[src/rtl/intr_seq.sv]
module intr_seq #(
  parameter int AW = 32,
  parameter int PW = 8,
  parameter int TW = 16
) (
  input  logic          clk,
  input  logic          rst_n,
  input  logic          us_tick,
  input  logic          tmr_wr,
  input  logic [TW-1:0] tmr_wdata,
  input  logic          sys_req,
  input  logic          err_req,
  input  logic [1:0]    err_code,
  input  logic          disk_done,
  input  logic          rfi,
  input  logic [AW-1:0] cur_ia,
  input  logic [AW-1:0] vec_base,
  input  logic          psw_wr,
  input  logic [PW-1:0] psw_wdata,
  output logic [PW-1:0] psw,
  output logic [PW-1:0] ipsw,
  output logic [AW-1:0] iia,
  output logic [AW-1:0] ip,
  output logic [TW-1:0] tmr_val,
  output logic          vec_go,
  output logic          ret_go,
  output logic [1:0]    cause,
  output logic [AW-1:0] next_ia
);

  localparam logic [1:0] C_SYS = 2'd0, C_TMR = 2'd1, C_DSK = 2'd2, C_ERR = 2'd3;

  logic [3:0] pend, elig, take_vec, new_ev;
  logic [1:0] ecode_q, sel;
  logic       tmr_fire, take;

  assign tmr_fire = us_tick && !tmr_wr && (tmr_val == TW'(1));
  assign new_ev   = {err_req, disk_done, tmr_fire, sys_req};
  assign elig     = pend & {1'b1, ~psw[0], ~psw[0], 1'b1};
  assign take     = (|elig) && !rfi;

  always_comb begin
    if (elig[C_ERR])      sel = C_ERR;
    else if (elig[C_SYS]) sel = C_SYS;
    else if (elig[C_TMR]) sel = C_TMR;
    else                  sel = C_DSK;
  end

  assign take_vec = take ? (4'b0001 << sel) : 4'b0000;

  always_ff @(posedge clk) begin
    if (!rst_n) tmr_val <= '0;
    else if (tmr_wr) tmr_val <= tmr_wdata;
    else if (us_tick && tmr_val != '0) tmr_val <= tmr_val - TW'(1);
  end

  always_ff @(posedge clk) begin
    if (!rst_n) begin
      pend    <= '0;
      ecode_q <= '0;
    end else begin
      pend <= (pend & ~take_vec) | new_ev;
      if (err_req) ecode_q <= err_code;
    end
  end

  always_ff @(posedge clk) begin
    if (!rst_n) begin
      psw     <= '0;
      ipsw    <= '0;
      iia     <= '0;
      ip      <= '0;
      vec_go  <= 1'b0;
      ret_go  <= 1'b0;
      cause   <= '0;
      next_ia <= '0;
    end else begin
      vec_go <= take;
      ret_go <= rfi;
      if (rfi) begin
        psw     <= ipsw;
        next_ia <= iia;
      end else if (take) begin
        ipsw    <= psw;
        psw     <= '0;
        iia     <= cur_ia;
        cause   <= sel;
        next_ia <= vec_base + AW'({sel, 2'b00});
        if (sel == C_ERR) ip <= AW'(ecode_q);
      end else if (psw_wr) begin
        psw <= psw_wdata;
      end
    end
  end

  p_save_psw_r1: assert property (@(posedge clk) disable iff (!rst_n)
    take |=> (psw == '0) && (ipsw == $past(psw)));

  p_save_ia_r2: assert property (@(posedge clk) disable iff (!rst_n)
    take |=> iia == $past(cur_ia));

  p_vec_addr_r4: assert property (@(posedge clk) disable iff (!rst_n)
    vec_go |-> next_ia == vec_base + AW'({cause, 2'b00}));

  p_tmr_dec_r5: assert property (@(posedge clk) disable iff (!rst_n)
    (us_tick && !tmr_wr && tmr_val != '0) |=> tmr_val == $past(tmr_val) - TW'(1));

  p_tmr_hold_r5: assert property (@(posedge clk) disable iff (!rst_n)
    (!us_tick && !tmr_wr) |=> $stable(tmr_val));

  p_mask_r7: assert property (@(posedge clk) disable iff (!rst_n)
    (vec_go && (cause == C_TMR || cause == C_DSK)) |-> !$past(psw[0]));

  p_restore_r10: assert property (@(posedge clk) disable iff (!rst_n)
    rfi |=> ret_go && !vec_go && psw == $past(ipsw) && next_ia == $past(iia));

  p_one_redirect_r10: assert property (@(posedge clk) disable iff (!rst_n)
    !(vec_go && ret_go));

endmodule

[config.mk]
export PLATFORM = sky130hd
export DESIGN_NAME = intr_seq
export DESIGN_NICKNAME = d
export VERILOG_FILES = /design/src/rtl/intr_seq.sv
export SDC_FILE = /design/constraint.sdc
export NUM_CORES = 1
export LEC_CHECK = 0
export ABC_AREA = 1
export BUFFER_PORTS_ARGS = -buffer_cell sky130_fd_sc_hd__buf_2
export CAP_MARGIN = 0
export CORE_MARGIN = 2
export CORE_UTILIZATION = 44
export CTS_CLUSTER_DIAMETER = 40
export DETAILED_ROUTE_END_ITERATION = 16
export PLACE_DENSITY = 0.77
export SYNTH_ARGS = -nofsm -noshare
export SYNTH_HDL_FRONTEND = slang
export SYNTH_SLANG_ARGS = --single-unit
[constraint.sdc]
create_clock -name clk -period 1.65 [get_ports clk]
set_input_delay 0.2475 -clock clk [delete_from_list [all_inputs] [get_ports clk]]
set_output_delay 0.2475 -clock clk [all_outputs]
set_load 0.02 [all_outputs]
Yosys cells after proc, flatten, opt, wreduce, memory -nomap -nowiden
Index checks and enable logic that the tools add are counted.
{"block": "classes", "add_sub_neg": 2, "eq_ne": 2, "shift": 1, "mux": 11, "n_bitwise": 6, "n_reduce_logical": 13}
{"cell": "32-bit 2-to-1 mux", "n": 2}
{"cell": "32-bit by 4-bit adder with 32-bit output", "n": 1}
{"cell": "16-bit 2-to-1 mux", "n": 2}
{"cell": "8-bit 2-to-1 mux", "n": 3}
{"cell": "16-bit by 1-bit equality test with 1-bit output (second input constant)", "n": 1}
{"cell": "16-bit nonzero test", "n": 1}
{"cell": "16-bit by 1-bit subtractor with 16-bit output (second input constant)", "n": 1}
{"cell": "4-bit bitwise AND", "n": 2}
{"cell": "2-bit 2-to-1 mux", "n": 3}
{"cell": "1-bit logical AND", "n": 4}
{"cell": "4-bit 2-to-1 mux", "n": 1}
{"cell": "4-bit inverter", "n": 1}
{"cell": "4-bit OR", "n": 1}
{"cell": "2-bit nonzero test", "n": 2}
{"cell": "4-bit OR reduction", "n": 1}
{"cell": "1-bit by 2-bit << shifter with 4-bit output (first input constant)", "n": 1}
{"cell": "3-bit AND reduction", "n": 1}
{"cell": "3-bit nonzero test", "n": 1}
{"cell": "2-bit equality test (second input constant)", "n": 1}
{"cell": "1-bit zero test", "n": 2}
{"cell": "1-bit inverter", "n": 2}
{"cell": "2-bit AND reduction", "n": 1}
{"block": "word_totals", "reg_bits": 108, "input_bits": 99, "output_inout_bits": 132, "word_cells": 46}

Longest topological paths before layout
Gate-level depths: netlist of run 1.
{"block": "logic_depth", "ltp_word": 10, "depth_mapped": 14, "depth_no_buf": 14}

Worst setup path before layout of run 1
Ideal clock, no wire load.
{"block": "synth_timing", "path_type": "register -> register", "startpoint": "reg psw[0]", "endpoint": "reg next_ia[16]", "t_arrival_ns": 1.895, "path_slack_ns": -0.307, "path_stages_with_launch": 12, "period_less_slack_ns": 1.957, "cell_sequence": "dfxtp_1 inv_1 nand3_1 nand2_1 ha_1 fa_1 nand3_2 nor2_1 nand3_1 xor2_1 nand2_1 nand3_1"}
{"block": "synth_between", "elab_chain_cells": 8, "word_cells_on_any_way": 11, "classes_between": "add/sub: 1; mux: 5; bitwise: 2; reduce/logical: 3"}
{"element": "start: declaration", "line_no": "20", "rtl": "output logic [PW-1:0] psw,"}
{"element": "start signal: assignment", "line_no": "81", "rtl": "psw <= ipsw;"}
{"element": "start signal: assignment", "line_no": "91", "rtl": "psw <= psw_wdata;"}
{"element": "1-bit inverter", "line_no": "39", "rtl": "assign elig = pend & {1'b1, ~psw[0], ~psw[0], 1'b1};"}
{"element": "4-bit bitwise AND", "line_no": "39"}
{"element": "2-bit 2-to-1 mux", "line_no": "45", "rtl": "else if (elig[C_TMR]) sel = C_TMR;"}
{"element": "2-bit 2-to-1 mux", "line_no": "44", "rtl": "else if (elig[C_SYS]) sel = C_SYS;"}
{"element": "2-bit 2-to-1 mux", "line_no": "43", "rtl": "if (elig[C_ERR]) sel = C_ERR;"}
{"element": "named net sel[0]", "line_no": "34", "rtl": "logic [1:0] ecode_q, sel;"}
{"element": "32-bit by 4-bit adder with 32-bit output", "line_no": "88", "rtl": "next_ia <= vec_base + AW'({sel, 2'b00});"}
{"element": "32-bit 2-to-1 mux", "line_no": "83", "rtl": "end else if (take) begin"}
{"element": "32-bit 2-to-1 mux", "line_no": "80", "rtl": "if (rfi) begin"}
{"element": "end signal: assignment", "line_no": "82", "rtl": "next_ia <= iia;"}
{"element": "end signal: assignment", "line_no": "88"}
{"element": "end: declaration", "line_no": "28", "rtl": "output logic [AW-1:0] next_ia"}
The timed path passes the listed nets, and every way through them passes these cells. The select of a mux whose other input is x is not followed.
A chain may end at the register's enable or synchronous reset.

Worst setup path in the final report of run 1
{"block": "layout_timing", "startpoint": "reg psw[0]", "endpoint": "reg next_ia[21]"}
The elaborated chain is that of the path after synthesis.

==> results of run 1 <==
## synthesized netlist by cell type (all sizes together)
| cell type | n | area share [%] |
|---|---|---|
| a21boi | 1 | 0.13 |
| a21oi | 22 | 2.0 |
| a22oi | 8 | 1.1 |
| a31o | 1 | 0.15 |
| a31oi | 4 | 0.44 |
| buf | 43 | 5.5 |
| clkbuf | 17 | 1.1 |
| clkinv | 1 | 0.066 |
| conb | 1 | 0.066 |
| dfxtp | 108 | 38 |
| fa | 1 | 0.35 |
| ha | 5 | 1.1 |
| inv | 69 | 4.5 |
| nand2 | 210 | 14 |
| nand3 | 42 | 4.0 |
| nand3b | 9 | 1.2 |
| nand4 | 8 | 0.88 |
| nor2 | 169 | 12 |
| nor3 | 14 | 1.5 |
| o211ai | 2 | 0.26 |
| o21ai | 101 | 8.9 |
| o22ai | 1 | 0.11 |
| xnor2 | 7 | 1.1 |
| xor2 | 10 | 1.5 |
## state kept, by name, summed over array words and instances (netlist names)
| register | flops |
|---|---|
| iia | 32 |
| next_ia | 32 |
| tmr_val | 16 |
| ipsw | 8 |
| psw | 8 |
| pend | 4 |
| cause | 2 |
| ecode_q | 2 |
| ip | 2 |
| ret_go | 1 |
| vec_go | 1 |
## how the worst min path moves through the flow
stage                                  from                      end  slack, ns  cells after the start
floorplan                           sys_req       pend[0]$_SDFF_PN0_       0.38                      2
global placement    next_ia[1]$_SDFFE_PN0P_  next_ia[1]$_SDFFE_PN0P_       0.44                      2
detailed placement  next_ia[1]$_SDFFE_PN0P_  next_ia[1]$_SDFFE_PN0P_       0.45                      2
CTS                             err_code[1]  ecode_q[1]$_SDFFE_PN0P_       0.12                      3
global route                    err_code[1]  ecode_q[1]$_SDFFE_PN0P_       0.11                      3
finish                          err_code[1]  ecode_q[1]$_SDFFE_PN0P_       0.12                      3
## layout make-up
class                   instances  area [µm²]  share of cell area (%)
multi-input cells             645        3223                   42.18
flip-flops and latches        108        2167                   28.36
clock buffers                  11       254.0                   3.324
diodes                          3       7.507                 0.09825
well taps                     172       215.2                   2.816
clock inverters                 5       61.31                  0.8024
repair buffers                254        1445                   18.91
inverters                      70       267.8                   3.504
## repair_timing
item                                    in CTS  in global routing
gates resized for setup                     30                 35
pin swaps                                   17                 27
setup buffers                               11                  2
endpoints found under the setup margin      27                 35
## metal layers
metal / vias to the layer above / global-route usage (%)
li1: 3145 / -
met1: 2751 / 29.57
met2: 231 / 41.32
met3: 24 / 6.250
met4: 0 / 8.358
met5: - / 0
## cell families (layout without fill, tap and decap cells)
group / count (synthesis) / after routing / synth area share, %
xor gates and xnor gates: 17 / 17 / 2.614
and+or+nand+nor: 452 / 452 / 33.61
adders and majority gates: 6 / 6 / 1.450
AOI/OAI and AO/OA: 140 / 140 / 13.09
DFF: 108 / 108 / 37.96
other: 1 / 33 / 0.06584
buffers and inverters: 130 / 340 / 11.20
## through the flow
stage               util (%)  hold slack (ns)  cells  total power [W]
floorplan                  -           0.3815    883         0.004083
global placement       55.44           0.4375   1237         0.004639
detailed placement     55.44           0.4473   1237         0.004657
CTS                    59.44           0.1163   1264         0.007005
global route           60.51           0.1098   1266         0.007374
finish                 60.55           0.1217   1268         0.007008
## power by group
| group | internal, W | switching (W) | leakage [nW] |
|---|---|---|---|
| Sequential | 0.00283 | 0.000174 | 0.893 |
| Clock | 0.00129 | 0.00102 | 0.156 |
| Combinational | 0.000624 | 0.00108 | 2.79 |
## worst min-delay path, delay by kind of cell
kind,cells,cell delay (ns)
buf+inv,1,0.08
simple gates,2,0.12
==> metrics, run 1 <==
slowest stage cell, crit path=dfxtp_4; CTS max path bufs=2; Pre-antenna DRT Iters=5; post-route setup TNS=-4.040 ns; worst path arrival time=2.12 ns; CTS tree=yes; site row count=41; core area=12620 µm²; share of layout cells above drive strength 1=30.56%; worst-path fanout max=6; status=complete, but fails checks; count of cell types in the netlist=37; register area share after synthesis=37.96%; Setup crit end kind=register; min Tclk post-route=1.881 ns; Post-DRT Antenna Nets=0; worst skew pair latency=0.35 ns; metal2 WL=8.118 mm; fill count=1232; startpoint types=register; total track usage=24.23%; largest net degree at the start of global routing=51; starting density of the core=45.13%; Final setup viols=29; Period Utilization, post-route=114.0%; met3 wire length=1.315 mm; worst setup margin=-0.2310 ns; I/O pins=231; crit-path cells=inv_4, nand2_2, nand2_2, nand2_4, ha_4, nand2_4, a21oi_4, nand2_4, nor2_4, nand2_1, nand2_1, nand2_1, nand2_1, o21ai_1; failing checks=negative setup slack; die width=117.8 µm; maximum VDD drop=0.6075 mV; Critical path origin=psw[0]$_SDFFE_PN0P_; instance area at placement=6997 µm²; FF-to-FF Start=psw[0]$_SDFFE_PN0P_; Top Metal Used=met4; # Max-Cap Violations=0; Clk pin slew, worst setup/hold paths=0.07 ns; vias in the first global route=5631; Avg Cell Area, Syn=6.669 µm²; CP peak stage delay=0.35 ns; WL/cell=13.48 µm; Crit path max-delay family=simple AND/OR/NAND/NOR gates; fmax=0.5316 GHz; CTS Root Cell=clkbuf_16; fin nets=1193; r2r worst-path depth=14; Post-Place Setup Slack=-0.2547 ns; LEAKAGE=3.842 nW; commonest non-fill, non-tap cell in the layout=buf_2; yosys synthesis warning count=0; DRC viols=0; Pwr per Cell Area=917.1 nW/µm²; CTS H-tree lvls=3; post-DP HPWL=12.91 mm; Worst EP required=1.89 ns; Clock Sinks=108; first-pass GRT wire length=27.18 mm; flop2flop setup slack=-0.23 ns; FF-to-FF End=next_ia[21]$_SDFFE_PN0P_; Mapped Area=5695 µm²; # port buffers=200; FF+latch count, synth=108; commonest cells after routing, fill and taps aside=200 x buf_2, 195 x nand2_1, 159 x nor2_1; gpl congestion=0.9045; Bufs and invs on worst path=1; Critical Path Stages=14; number of DRC markers in iteration 0=396; hold_buf cts=0; die height=117.8 µm; Die ar.=13870 µm²; crit path kind=reg2reg; Worst Hold Class=in2reg; Post-Route Skew=0.01014 ns; Mapped Cells=854; Critical Path End=next_ia[21]$_SDFFE_PN0P_; CP dominant cell by count=nand2_1; max-slew violation count=0; Post-Route WL=17.09 mm; CTS buffer count=9; RSZ-0062 raised after global routing=true; initial antenna violation count=3; gr ovfl total=0; Vias/cell=4.851; Design Area, Final=7641 µm²; Area Growth Syn to Fin=34.16%; Final Hold Viols=0; Metal-1 WL=7.351 mm; DR vias=6151
(Power assumes the default switching activity.)
==> run 2, diff against run 1 <==
--- a/config.mk
+++ b/config.mk
@@ -8,6 +8,7 @@
 export ABC_AREA = 1
 export BUFFER_PORTS_ARGS = -buffer_cell sky130_fd_sc_hd__buf_2
 export CAP_MARGIN = 0
+export CORE_ASPECT_RATIO = 2
 export CORE_MARGIN = 2
 export CORE_UTILIZATION = 44
 export CTS_CLUSTER_DIAMETER = 40
==> metrics, run 2 (same netlist as run 1, synthesis figures left out) <==
flop2flop setup slack=-0.22 ns (was -0.23 ns); hold depth=3 (unchanged); LEAKAGE=3.824 nW (was 3.842 nW); r2r worst-path depth=14 (unchanged); ant diodes=0 (was 3); FF+latch area=2168 µm² (was 2167 µm²); share of layout cells above drive strength 1=30.71% (was 30.56%); Final setup viols=27 (was 29); max-slew violation count=0 (unchanged); Pre-antenna DRT Iters=5 (unchanged); Worst EP required=1.90 ns (was 1.89 ns); CTS max path bufs=2 (unchanged); CP dominant cell by count=nand2_1 (unchanged); Post-DRT Antenna Nets=0 (unchanged); Area Growth Syn to Fin=32.84% (was 34.16%); worst path arrival time=2.12 ns (about the same); fill count=1258 (was 1232); gpl congestion=1.004 (was 0.9045); # port buffers=200 (unchanged); CTS H-tree lvls=3 (unchanged); Die ar.=13930 µm² (was 13870 µm²); site row count=58 (was 41); starting density of the core=45.11% (was 45.13%); first-pass GRT wire length=28.39 mm (was 27.18 mm); min Tclk post-route=1.870 ns (was 1.881 ns); gr ovfl total=0 (unchanged); status=complete, but fails checks (unchanged); crit-path cells=inv_4, nand2_2, nand2_2, nand2_4, ha_4, nand2_4, a21oi_4, nand2_4, nor2_4, nand2_1, nand2_1, nand2_1, nand2_1, nand2_1 (was inv_4, nand2_2, nand2_2, nand2_4, ha_4, nand2_4, a21oi_4, nand2_4, nor2_4, nand2_1, nand2_1, nand2_1, nand2_1, o21ai_1); I/O pins=231 (unchanged); Vias/cell=5.109 (was 4.851); Post-Route WL=18.72 mm (was 17.09 mm); DRC viols=0 (unchanged); CTS buffer count=9 (unchanged); Bufs and invs on worst path=1 (unchanged); vias in the first global route=5991 (was 5631); total track usage=25.99% (was 24.23%); slowest stage cell, crit path=dfxtp_4 (unchanged); fin nets=1194 (was 1193); Multi-input gate area=3174 µm² (was 3223 µm²); FF-to-FF End=next_ia[29]$_SDFFE_PN0P_ (was next_ia[21]$_SDFFE_PN0P_); CP peak stage delay=0.36 ns (was 0.35 ns); crit path kind=reg2reg (unchanged); worst setup margin=-0.2204 ns (was -0.2310 ns); Clock Sinks=108 (unchanged); Pwr per Cell Area=942.5 nW/µm² (was 917.1 nW/µm²); post-DP HPWL=14.60 mm (was 12.91 mm); Hold Crit Endpoint=iia[23]$_SDFFE_PN0P_ (was ecode_q[1]$_SDFFE_PN0P_); worst-path fanout max=6 (unchanged); CTS tree=yes (unchanged); Clk pin slew, worst setup/hold paths=0.08 ns (was 0.07 ns); largest net degree at the start of global routing=28 (was 51); core area=12630 µm² (was 12620 µm²); DR vias=6355 (was 6151); Post-Route Skew=0.009985 ns (was 0.01014 ns); WL/cell=15.05 µm (was 13.48 µm); # Max-Cap Violations=0 (unchanged); fmax=0.5346 GHz (was 0.5316 GHz); die width=84.45 µm (was 117.8 µm); startpoint types=register (unchanged); worst hold slack=0.1433 ns (was 0.1217 ns); commonest cells after routing, fill and taps aside=200 x buf_2, 193 x nand2_1, 158 x nor2_1 (was 200 x buf_2, 195 x nand2_1, 159 x nor2_1); maximum VDD drop=0.6461 mV (was 0.6075 mV); Period Utilization, post-route=113.4% (was 114.0%); Final Hold Viols=0 (unchanged); die height=164.9 µm (was 117.8 µm); Crit path max-delay family=simple AND/OR/NAND/NOR gates (unchanged); FF-to-FF Start=psw[0]$_SDFFE_PN0P_ (unchanged); hold_buf cts=0 (unchanged); commonest non-fill, non-tap cell in the layout=buf_2 (unchanged); CTS Root Cell=clkbuf_16 (unchanged); hold_sp=cur_ia[23] (was err_code[1]); Setup crit end kind=register (unchanged); number of DRC markers in iteration 0=347 (was 396); worst skew pair latency=0.35 ns (about the same); failing checks=negative setup slack (unchanged); Top Registers=iia: 32 flops, next_ia: 32 flops, tmr_val: 16 flops (unchanged); Worst Hold Class=in2reg (unchanged); RSZ-0062 raised after global routing=true (unchanged); initial antenna violation count=0 (was 3); post-route setup TNS=-3.588 ns (was -4.040 ns)
## run 2: changes by cell type in the layout (fill, tap and decap cells not counted), sizes merged
| cell | delta |
|---|---|
| bufinv | +1 |
| diode | -3 |
| inv | -2 |
| clkbuf | -1 |
| clkinvlp | +1 |
| buf | +1 |
| clkinv | +1 |
## run 2: per-layer routing
metal | track usage [%] | vias to the layer above | routed length (µm)
met5 | 0 | - | 0
met4 | 15.95 | 0 | 1132
met3 | 4.798 | 70 | 1142
met2 | 49.71 | 276 | 10060
met1 | 25.19 | 2864 | 6379
li1 | - | 3145 | -
## run 2: worst register-to-register path, cell delays in order (launching register included)
cell and delay (ns):
dfxtp_4 0.36, inv_4 0.07, nand2_2 0.05, nand2_2 0.08, nand2_4 0.07, ha_4 0.27
nand2_4 0.05, a21oi_4 0.21, nand2_4 0.10, nor2_4 0.21, nand2_1 0.08, nand2_1 0.07
nand2_1 0.07, nand2_1 0.06, nand2_1 0.04
## run 2: layout make-up
type | instances | share of cell area (%)
Clock buffer | 10 | 3.159
Sequential cell | 108 | 28.66
Multi-Input combinational cell | 645 | 41.95
Tap cell | 150 | 2.481
Timing Repair Buffer | 255 | 18.93
Clock inverter | 6 | 1.273
Inverter | 70 | 3.539
## run 2: per-stage QoR
| stage | std cells | area [µm²] | power [W] | worst slack (ns) | utilization [%] |
|---|---|---|---|---|---|
| floorplan | 883 | 5828 | 0.004083 | -0.1270 | - |
| global route | 1244 | 7566 | 0.007476 | -0.3175 | 59.92 |
| CTS | 1240 | 7437 | 0.007137 | -0.1898 | 58.90 |
| finish | 1244 | 7566 | 0.007131 | -0.2204 | 59.92 |
| detailed placement | 1219 | 6987 | 0.004691 | -0.2555 | 55.33 |
| global placement | 1219 | 6987 | 0.004673 | -0.2194 | 55.33 |
## run 2: what timing repair did
item	CTS	global route
setup endpoints to repair	26	38
pin swaps	13	17
buffers inserted	6	4
resized for setup	27	30
## run 2: worst max-delay path by stage
stage | to | start | depth (start not counted) | slack (ns)
after floorplan | next_ia[16]$_SDFFE_PN0P_ | psw[0]$_SDFFE_PN0P_ | 11 | -0.13
after global placement | next_ia[27]$_SDFFE_PN0P_ | psw[0]$_SDFFE_PN0P_ | 14 | -0.22
after detailed placement | next_ia[29]$_SDFFE_PN0P_ | psw[0]$_SDFFE_PN0P_ | 14 | -0.26
after CTS | next_ia[20]$_SDFFE_PN0P_ | psw[0]$_SDFFE_PN0P_ | 12 | -0.19
after global routing | next_ia[25]$_SDFFE_PN0P_ | psw[0]$_SDFFE_PN0P_ | 15 | -0.32
final | next_ia[29]$_SDFFE_PN0P_ | psw[0]$_SDFFE_PN0P_ | 14 | -0.22
## run 2: power by group
group / total (W) / internal, W / switching, W
clock: 0.00242 / 0.00139 / 0.00103
combinational: 0.00171 / 0.000614 / 0.00110
sequential: 0.00300 / 0.00283 / 0.000174
total: 0.00713 / 0.00483 / 0.00230
